$ cat src/rtl/mdio_ctrl_pkg.sv
package mdio_ctrl_pkg;

  localparam int unsigned FRAME_BITS = 64;
  localparam int unsigned PRE_BITS   = 32;
  localparam int unsigned TA_POS     = 46;
  localparam int unsigned DATA_POS   = 48;
  localparam int unsigned DATA_W     = 16;

  localparam logic [1:0] WORD_CMD  = 2'd0;
  localparam logic [1:0] WORD_WDAT = 2'd1;
  localparam logic [1:0] WORD_RDAT = 2'd2;
  localparam logic [1:0] WORD_CTRL = 2'd3;

  localparam int unsigned CMD_OP_BIT  = 10;
  localparam int unsigned CMD_PHY_LSB = 5;
  localparam int unsigned CTRL_GO_BIT = 0;
  localparam int unsigned CTRL_EN_BIT = 3;

  typedef struct packed {
    logic              rd;
    logic [4:0]        phy;
    logic [4:0]        regnum;
    logic [DATA_W-1:0] wdata;
  } mdio_cmd_t;

  // Frame bits after the preamble, first transmitted bit in [31].
  function automatic logic [31:0] frame_tail(input mdio_cmd_t c);
    logic [1:0] op;
    logic [1:0] ta;
    op = c.rd ? 2'b10 : 2'b01;
    ta = c.rd ? 2'b11 : 2'b10;
    return {2'b01, op, c.phy, c.regnum, ta, (c.rd ? 16'hFFFF : c.wdata)};
  endfunction

endpackage

$ cat src/rtl/mdio_clk_div.sv
module mdio_clk_div #(
  parameter int unsigned HALF = 40
) (
  input  logic clk,
  input  logic rst_n,
  input  logic run,
  output logic mdc,
  output logic rise_ev,
  output logic fall_ev
);
  localparam int unsigned HW = (HALF < 2) ? 2 : HALF;
  localparam int unsigned CW = $clog2(HW);

  logic [CW-1:0] cnt;
  logic          last;

  assign last = (cnt == CW'(HW - 1));

  always_ff @(posedge clk) begin
    if (!rst_n || !run) begin
      cnt <= '0;
      mdc <= 1'b0;
    end else if (last) begin
      cnt <= '0;
      mdc <= ~mdc;
    end else begin
      cnt <= cnt + 1'b1;
    end
  end

  // Events mark the cycle whose closing edge moves MDC.
  assign rise_ev = run & last & ~mdc;
  assign fall_ev = run & last & mdc;
endmodule

$ cat src/rtl/mdio_frame_engine.sv
module mdio_frame_engine
  import mdio_ctrl_pkg::*;
(
  input  logic              clk,
  input  logic              rst_n,
  input  logic              start,
  input  mdio_cmd_t         cmd_in,
  input  logic              rise_ev,
  input  logic              fall_ev,
  input  logic              mdio_in,
  output logic              busy,
  output logic              mdio_out,
  output logic              mdio_oe,
  output logic              rd_load,
  output logic [DATA_W-1:0] rd_word
);
  localparam logic [5:0] LAST_IDX = 6'(FRAME_BITS - 1);
  localparam logic [5:0] PRE_IDX  = 6'(PRE_BITS);
  localparam logic [5:0] TA_IDX   = 6'(TA_POS);
  localparam logic [5:0] DAT_IDX  = 6'(DATA_POS);

  mdio_cmd_t         cmd_q;
  logic [5:0]        idx;
  logic [DATA_W-1:0] shreg;
  logic [31:0]       tail;
  logic [5:0]        tail_pos;

  always_ff @(posedge clk) begin
    if (!rst_n) begin
      busy  <= 1'b0;
      idx   <= '0;
      shreg <= '0;
      cmd_q <= '0;
    end else if (!busy) begin
      if (start) begin
        busy  <= 1'b1;
        idx   <= '0;
        cmd_q <= cmd_in;
      end
    end else begin
      if (rise_ev && cmd_q.rd && idx >= DAT_IDX) begin
        shreg <= {shreg[DATA_W-2:0], mdio_in};
      end
      if (fall_ev) begin
        if (idx == LAST_IDX) begin
          busy <= 1'b0;
        end else begin
          idx <= idx + 1'b1;
        end
      end
    end
  end

  assign tail     = frame_tail(cmd_q);
  assign tail_pos = LAST_IDX - idx;

  always_comb begin
    if (!busy || idx < PRE_IDX) begin
      mdio_out = 1'b1;
    end else begin
      mdio_out = tail[tail_pos[4:0]];
    end
  end

  assign mdio_oe = busy & ~(cmd_q.rd & (idx >= TA_IDX));
  assign rd_load = busy & fall_ev & (idx == LAST_IDX) & cmd_q.rd;
  assign rd_word = shreg;
endmodule

$ cat src/rtl/mdio_reg_bank.sv
module mdio_reg_bank
  import mdio_ctrl_pkg::*;
(
  input  logic              clk,
  input  logic              rst_n,
  input  logic              wr,
  input  logic [1:0]        word,
  input  logic [31:0]       wdata,
  input  logic              busy,
  input  logic              rd_load,
  input  logic [DATA_W-1:0] rd_word,
  output logic [31:0]       rdata,
  output logic              start,
  output mdio_cmd_t         cmd
);
  logic [10:0]       cmd_r;
  logic [DATA_W-1:0] wdat_r;
  logic [DATA_W-1:0] rdat_r;
  logic              en_r;
  logic              unused_wdata_hi;

  assign unused_wdata_hi = ^wdata[31:16];

  always_ff @(posedge clk) begin
    if (!rst_n) begin
      cmd_r  <= '0;
      wdat_r <= '0;
      rdat_r <= '0;
      en_r   <= 1'b0;
    end else begin
      if (wr && word == WORD_CMD)  cmd_r  <= wdata[10:0];
      if (wr && word == WORD_WDAT) wdat_r <= wdata[DATA_W-1:0];
      if (wr && word == WORD_CTRL) en_r   <= wdata[CTRL_EN_BIT];
      if (rd_load)                 rdat_r <= rd_word;
    end
  end

  assign start = wr & (word == WORD_CTRL) & wdata[CTRL_GO_BIT]
               & wdata[CTRL_EN_BIT] & ~busy;

  assign cmd.rd     = cmd_r[CMD_OP_BIT];
  assign cmd.phy    = cmd_r[CMD_PHY_LSB +: 5];
  assign cmd.regnum = cmd_r[4:0];
  assign cmd.wdata  = wdat_r;

  always_comb begin
    rdata = '0;
    case (word)
      WORD_CMD:  rdata[10:0]       = cmd_r;
      WORD_WDAT: rdata[DATA_W-1:0] = wdat_r;
      WORD_RDAT: rdata[DATA_W-1:0] = rdat_r;
      default: begin
        rdata[CTRL_GO_BIT] = busy;
        rdata[CTRL_EN_BIT] = en_r;
      end
    endcase
  end
endmodule

$ cat src/rtl/mgmt_mdio_ctrl.sv
module mgmt_mdio_ctrl
  import mdio_ctrl_pkg::*;
#(
  parameter int unsigned CLK_HZ     = 200_000_000,
  parameter int unsigned MDC_MAX_HZ = 2_500_000
) (
  input  logic        clk,
  input  logic        rst_n,
  input  logic        reg_wr,
  input  logic [3:0]  reg_addr,
  input  logic [31:0] reg_wdata,
  output logic [31:0] reg_rdata,
  output logic        mdc,
  output logic        mdio_out,
  output logic        mdio_oe,
  input  logic        mdio_in
);
  localparam int unsigned HALF_RAW = (CLK_HZ + 2*MDC_MAX_HZ - 1) / (2*MDC_MAX_HZ);
  localparam int unsigned HALF     = (HALF_RAW < 2) ? 2 : HALF_RAW;

  logic              eng_busy;
  logic              start;
  logic              rise_ev;
  logic              fall_ev;
  logic              rd_load;
  logic [DATA_W-1:0] rd_word;
  mdio_cmd_t         cmd;
  logic              unused_addr_lsb;

  assign unused_addr_lsb = ^reg_addr[1:0];

  mdio_reg_bank u_regs (
    .clk     (clk),
    .rst_n   (rst_n),
    .wr      (reg_wr),
    .word    (reg_addr[3:2]),
    .wdata   (reg_wdata),
    .busy    (eng_busy),
    .rd_load (rd_load),
    .rd_word (rd_word),
    .rdata   (reg_rdata),
    .start   (start),
    .cmd     (cmd)
  );

  mdio_clk_div #(.HALF(HALF)) u_div (
    .clk     (clk),
    .rst_n   (rst_n),
    .run     (eng_busy),
    .mdc     (mdc),
    .rise_ev (rise_ev),
    .fall_ev (fall_ev)
  );

  mdio_frame_engine u_eng (
    .clk      (clk),
    .rst_n    (rst_n),
    .start    (start),
    .cmd_in   (cmd),
    .rise_ev  (rise_ev),
    .fall_ev  (fall_ev),
    .mdio_in  (mdio_in),
    .busy     (eng_busy),
    .mdio_out (mdio_out),
    .mdio_oe  (mdio_oe),
    .rd_load  (rd_load),
    .rd_word  (rd_word)
  );
endmodule

$ cat config.mk
export PLATFORM = sky130hd
export DESIGN_NAME = mgmt_mdio_ctrl
export DESIGN_NICKNAME = d
export VERILOG_FILES = /design/src/rtl/mdio_ctrl_pkg.sv /design/src/rtl/mdio_clk_div.sv /design/src/rtl/mdio_frame_engine.sv /design/src/rtl/mdio_reg_bank.sv /design/src/rtl/mgmt_mdio_ctrl.sv
export SDC_FILE = /design/constraint.sdc
export NUM_CORES = 1
export LEC_CHECK = 0
export ABC_AREA = 1
export ABC_CLOCK_PERIOD_IN_PS = 1800
export BUFFER_PORTS_ARGS = -buffer_cell sky130_fd_sc_hd__buf_2
export CAP_MARGIN = 25
export CORE_MARGIN = 2
export CORE_UTILIZATION = 45
export CTS_CLUSTER_DIAMETER = 80
export DETAILED_ROUTE_END_ITERATION = 8
export GPL_ROUTABILITY_DRIVEN = 1
export PLACE_DENSITY_LB_ADDON = 0.08
export SLEW_MARGIN = 20
export SYNTH_ARGS = -nofsm -noshare
export SYNTH_HDL_FRONTEND = slang
export SYNTH_SLANG_ARGS = --single-unit
export TNS_END_PERCENT = 20
$ cat constraint.sdc
create_clock -name clk -period 1.8 [get_ports clk]
set_input_delay 0.09 -clock clk [delete_from_list [all_inputs] [get_ports clk]]
set_output_delay 0.09 -clock clk [all_outputs]
set_load 0.01 [all_outputs]
# Yosys cells after proc, flatten, opt, wreduce, memory -nomap -nowiden
# Cells that the tools add are included.
# totals
reg_bits	101
word_cells	76
inputBits	40
# op_classes
n_addsub	3
order_cmp	4
n_bitwise	15
reduce_logical	15
eq_ne	7
mux	19
# ops
op	count
2-to-1 mux 6 bit	4
case mux 7 bit (3 select lines)	1
2-to-1 mux 16 bit	1
adder 6 x 1 -> 6 bit, second input constant	2
AND 1 bit	12
== test 6 bit, second input constant	2
greater-or-equal comparator 6 bit, second input constant	2
case mux 5 bit (2 select lines)	1
2-to-1 mux 1 bit	7
less-than comparator 5 x 6 -> 1 bit, second input constant	1
less-than comparator 6 bit, second input constant	1
case mux 1 bit (3 select lines)	2
case mux 2 bit (3 select lines)	1
binary-select mux 1 bit (select 5 bit)	1
logical AND 1 bit	5
subtractor 5 bit, first input constant	1
== test 2 bit, second input constant	2
AND reduction 2 bit	2
NOT 1 bit	3
AND reduction 3 bit	1
== test 2 x 1 -> 1 bit, second input constant	1
logical NOT 1 bit	2
logical NOT 2 bit	1
logical OR 1 bit	2
5 further kinds	5

# Logic depth before layout (Yosys ltp)
# depth
depth_word	7
mapped_depth	13
depth_no_buf	11

# Hierarchy
# Synthesis repeated with hierarchy kept, for this count alone.
# unflattened
hier_cells	681
area_unflattened_um2	4708.3
# modules_own_cells
module	cells_each	instances	area_per_inst_um2
mdio_frame_engine	319	1	2188.3
mdio_reg_bank	313	1	2147.1
mdio_clk_div	49	1	372.9

# Least setup slack after synthesis
# OpenSTA, ideal clock, no wires.
# synth_path
path_type	register to register
start	register u_div.cnt[0]
end	register u_regs.rdat_r[15]
path_buffers	1
period_less_slack_ps	1522
arrival_ps	1406
setup_time_ps	116
setup_slack_ps	278
stages_incl_launch_ff	10
cell_sequence	dfxtp_1 ha_1 nand3_1 nor2_2 inv_1 nor2_2 nand3_4 clkbuf_2 o21ai_0 nor2_1
# synth_between
elab_chain_cells	6
# synth_lines
element	line	source
start: declaration	mdio_clk_div.sv:14	logic [CW-1:0] cnt;
start signal: assignment	mdio_clk_div.sv:27	cnt <= cnt + 1'b1;
== test 6 bit	mdio_clk_div.sv:17	assign last = (cnt == CW'(HW - 1));
AND 1 bit (2 in a row)	mdio_clk_div.sv:33	assign fall_ev = run & last & mdc;
AND 1 bit (3 in a row)	mdio_frame_engine.sv:66	assign rd_load = busy & fall_ev & (idx == LAST_IDX) & cmd_q.rd;
end signal: assignment	mdio_reg_bank.sv:34	if (rd_load) rdat_r <= rd_word;
end: declaration	mdio_reg_bank.sv:18	logic [DATA_W-1:0] rdat_r;
# No other way between the ends.
# A chain may end at the register's enable or synchronous reset.

# Final worst setup path
# layout_path
start	register u_eng.idx[0]
end	output port mdio_out
# layout_between
elab_chain_cells	4
# layout_lines
element	line	source
start: declaration	mdio_frame_engine.sv:23	logic [5:0] idx;
start signal: assignment	mdio_frame_engine.sv:48	idx <= idx + 1'b1;
subtractor 5 bit	mdio_frame_engine.sv:55	assign tail_pos = LAST_IDX - idx;
binary-select mux 1 bit (select 5 bit)	mdio_frame_engine.sv:61	mdio_out = tail[tail_pos[4:0]];
2-to-1 mux 1 bit (implied by the code)	mdio_frame_engine.sv:61	
2-to-1 mux 1 bit (*)	mdio_frame_engine.sv:58	if (!busy || idx < PRE_IDX) begin
end: declaration	mgmt_mdio_ctrl.sv:14	output logic mdio_out,
# Mark *: on every way between the ends. The rest lies on a longest branch, timed or not. The select of a mux whose other input is x is not followed.

==> flow_summary.json <==
{
  "r2r_end": "u_eng.idx[5]",
  "io_buffers": 40,
  "worstPathCellList": "buf_12 > buf_6 > clkinvlp_4 > nand2_1 > nand3_1 > nand3_1 > nand3_1 > nand2_1 > nand2_1 > nand2_1 > nand2_1 > buf_2",
  "worst_path_max_delay_cell": "dfxtp_4",
  "wirelength_mm": 10.6,
  "htree_levels": 3,
  "final.min_clock_period_ns": 1.88,
  "fin_skew_ns": 0.0115,
  "period_share": 1.05,
  "area_growth_pct": 14.5,
  "hold_class": "input port to flip-flop",
  "cts-root-buf": "clkbuf_8",
  "crit_fanout": 6,
  "chipWidth_um": 105,
  "ir_worst_vdd_uv": 418,
  "setup_viol": 1,
  "fp-row-count": 36,
  "io_pins": 75,
  "endpoint_kind": "primary output",
  "critical_path_arrival_ns": 1.79,
  "viasPerCell": 4.89,
  "grtUsageTotal": 0.200,
  "final-hold-violation-count": 0,
  "dpl_cell_area_um2": 4870,
  "max_cap_viol_count": 0,
  "finalPower_mw": 4.15,
  "critical-path-top-delay-family": "simple AND/OR/NAND/NOR gates",
  "ys_types": 34,
  "cts_tree": "yes",
  "relSlewSlack": 0.652,
  "dr_total_vias": 4026,
  "clk_path_buf_depth": 2,
  "drc": 0,
  "wl_per_cell_um": 12.9,
  "worst_slew_pin_slew_ns": 0.522,
  "syn_area_per_cell_um2": 7.12,
  "dr.pass1.iters": 4,
  "design_area_um2": 5240,
  "grt_pass1_wl_mm": 17.9,
  "nNetsFinal": 733,
  "drive_gt1_frac": 0.143,
  "grt_max_degree": 33,
  "start_util": 0.466,
  "r2r-start": "u_eng.idx[0]",
  "cpPeakStageDelay_ns": 0.39,
  "drv_slew": 0,
  "grt_antenna_before_repair": 0,
  "postRouteAntennaNets": 0,
  "die_h_um": 105,
  "fmax_mhz": 531,
  "cts_buffers": 9,
  "cp_common_cell": "nand2_1",
  "rsz0062_at_grt": "true",
  "p_per_area_nw_per_um2": 791,
  "clk_pin_slew_ns": 0.10,
  "place_congestion": 0.889,
  "cp-startpoint": "u_eng.idx[0]",
  "rr_worst_depth": 10,
  "critPathBufInv": 4,
  "synthCells": 643,
  "crit_path_end": "mdio_out",
  "overflow": 0,
  "design.die.area_um2": 11000,
  "fin_ws_ns": -0.0837,
  "synth_area_um2": 4580,
  "core_um2": 9820,
  "ys_seq_area_frac": 0.442,
  "worst_skew_pair.late_latency_ns": 0.37,
  "ys_seq_elements": 101,
  "initialDrtViolationCount": 146,
  "yosys_warnings": 0,
  "status": "complete, but fails checks",
  "violations": "negative setup slack",
  "startpoint_type": "flip-flop",
  "p_leak_nw": 2.12,
  "dp_hpwl_mm": 7.72,
  "worst-path-stages": 12,
  "grt_pass1_vias": 3792,
  "clock-sinks": 101,
  "crit_type": "flip-flop to primary output",
  "diodes": 0,
  "r2r_slack_ns": 0.17,
  "critical_path_required_ns": 1.71
}
==> per-layer routing <==
layer | global-route usage | part of all wire | vias to the layer above
met5 | 0 | 0 | -
met4 | 0.0571 | 0.015 | 0
met3 | 0.0343 | 0.042 | 14
met2 | 0.326 | 0.46 | 84
met1 | 0.273 | 0.49 | 1807
li1 | - | - | 2121
==> flip-flops by register name, summed over array words and instances, names as in the netlist <==
signal,cells
u_eng.cmd_q,27
u_div.mdc,1
u_regs.wdat_r,16
u_eng.idx,6
u_regs.rdat_r,16
u_div.cnt,6
u_regs.en_r,1
u_eng.rd_word,16
u_eng.busy,1
u_regs.cmd_r,11
==> where the power goes <==
| group | total (mW) | internal, mW | switching (mW) |
|---|---|---|---|
| Sequential | 2.29 | 2.27 | 0.0197 |
| Combinational | 0.298 | 0.102 | 0.196 |
| Clock | 1.56 | 0.737 | 0.824 |
| Total | 4.15 | 3.11 | 1.04 |
==> worst min path at each step <==
stage	depth (start not counted)	endpoint	slack, ns	startpoint
after floorplan	2	u_regs.cmd_r[0]	0.28	reg_wdata[0]
after global placement	3	u_regs.wdat_r[15]	0.38	reg_wdata[15]
after detailed placement	3	u_regs.wdat_r[14]	0.38	reg_wdata[14]
after CTS	3	u_eng.rd_word[0]	0.00007	mdio_in
after global routing	3	u_regs.wdat_r[4]	0.02	reg_wdata[4]
final	3	u_eng.rd_word[0]	0.0001	mdio_in
==> area by class of cell <==
type | count | area (um^2)
repair buffers | 67 | 452
clock buffers | 11 | 151
well taps | 133 | 166
flip-flops and latches | 101 | 2030
clock inverters | 5 | 65.1
fillers | 1011 | 4580
multi-input cells | 423 | 2050
repair inverters | 1 | 7.51
inverters | 82 | 324
==> metrics by stage <==
step / std cells / setup TNS [ns] / util / hold slack (ns) / setup slack [ns]
floorplan: 658 / 0 / - / 0.281 / 0.278
global placement: 799 / 0 / 0.496 / 0.377 / 0.143
detailed placement: 799 / 0 / 0.496 / 0.380 / 0.0847
CTS: 823 / -0.0712 / 0.531 / 0.0000697 / -0.0712
global route: 823 / -0.200 / 0.534 / 0.0241 / -0.200
finish: 823 / -0.0837 / 0.534 / 0.000119 / -0.0837
==> cells in the final DEF, fill, tap and decap left out, drive strengths merged <==
cell,instances
nand2,113
dfxtp,101
o21ai,86
inv,82
nand3,64
buf,63
a21oi,59
nor2,58
conb,16
clkbuf,11
ha,8
o22ai,5
dlygate4sd3,3
clkinv,3
nor3,3
clkinvlp,2
nor3b,2
xnor2,2
a32oi,1
a31oi,1
a41oi,1
or2,1
nor4,1
nand4,1
xor2,1
bufinv,1
bufbuf,1
==> kinds of logic after synthesis <==
kind of cell	synth area share
AOI/OAI and AO/OA	0.171
xor gates and xnor gates	0.00574
adders and majority gates	0.0219
buffers and inverters	0.129
DFF	0.442
other	0.000819
and+or+nand+nor	0.230
==> worst register-to-register path: cells and delay by family (launching register included) <==
family          cells  cell delay (ns)
simple gates        4             0.52
flops               1             0.39
buf+inv             4             0.35
fa+ha+maj           1             0.19
compound gates      1             0.14
==> cells in the mapped netlist <==
| cell | number | area [um^2] |
|---|---|---|
| buf_6 | 2 | 22.5 |
| xor2_1 | 1 | 8.76 |
| a31oi_1 | 1 | 6.26 |
| nand3_1 | 63 | 315 |
| xnor2_1 | 2 | 17.5 |
| nand3_4 | 1 | 17.5 |
| clkbuf_1 | 26 | 97.6 |
| nor4_1 | 1 | 6.26 |
| nor2_1 | 55 | 206 |
| clkinv_2 | 1 | 5.00 |
| inv_1 | 75 | 282 |
| buf_1 | 2 | 7.51 |
| nor3b_1 | 2 | 15.0 |
| a32oi_1 | 1 | 8.76 |
| ha_1 | 8 | 100 |
| buf_2 | 4 | 20.0 |
| nor2_2 | 2 | 12.5 |
| dfxtp_1 | 101 | 2020 |
| nand4_1 | 1 | 6.26 |
| nor2_4 | 1 | 11.3 |
| or2_2 | 1 | 6.26 |
| clkbuf_2 | 1 | 5.00 |
| a21oi_1 | 59 | 295 |
| a41oi_1 | 1 | 8.76 |
| nand2_4 | 1 | 11.3 |
| o22ai_1 | 5 | 31.3 |
| nor3_4 | 1 | 16.3 |
| clkinv_1 | 2 | 7.51 |
| nand2_1 | 112 | 420 |
| o21ai_0 | 86 | 430 |
| nor3_1 | 2 | 10.0 |
| buf_4 | 17 | 128 |
| inv_2 | 4 | 15.0 |
| conb_1 | 1 | 3.75 |
==> timing repair <==
| item | 4_1_cts | 5_1_grt |
|---|---|---|
| setup endpoints to repair | 1 | 17 |
| pin swaps | 1 | 4 |
| cloned | 2 | 0 |
| resized for setup | 14 | 6 |
| hold buffers | 3 | 0 |
| hold endpoints to repair | 3 | 0 |
| setup buffers | 3 | 0 |
No activity file was read; power rests on OpenSTA's default activity.
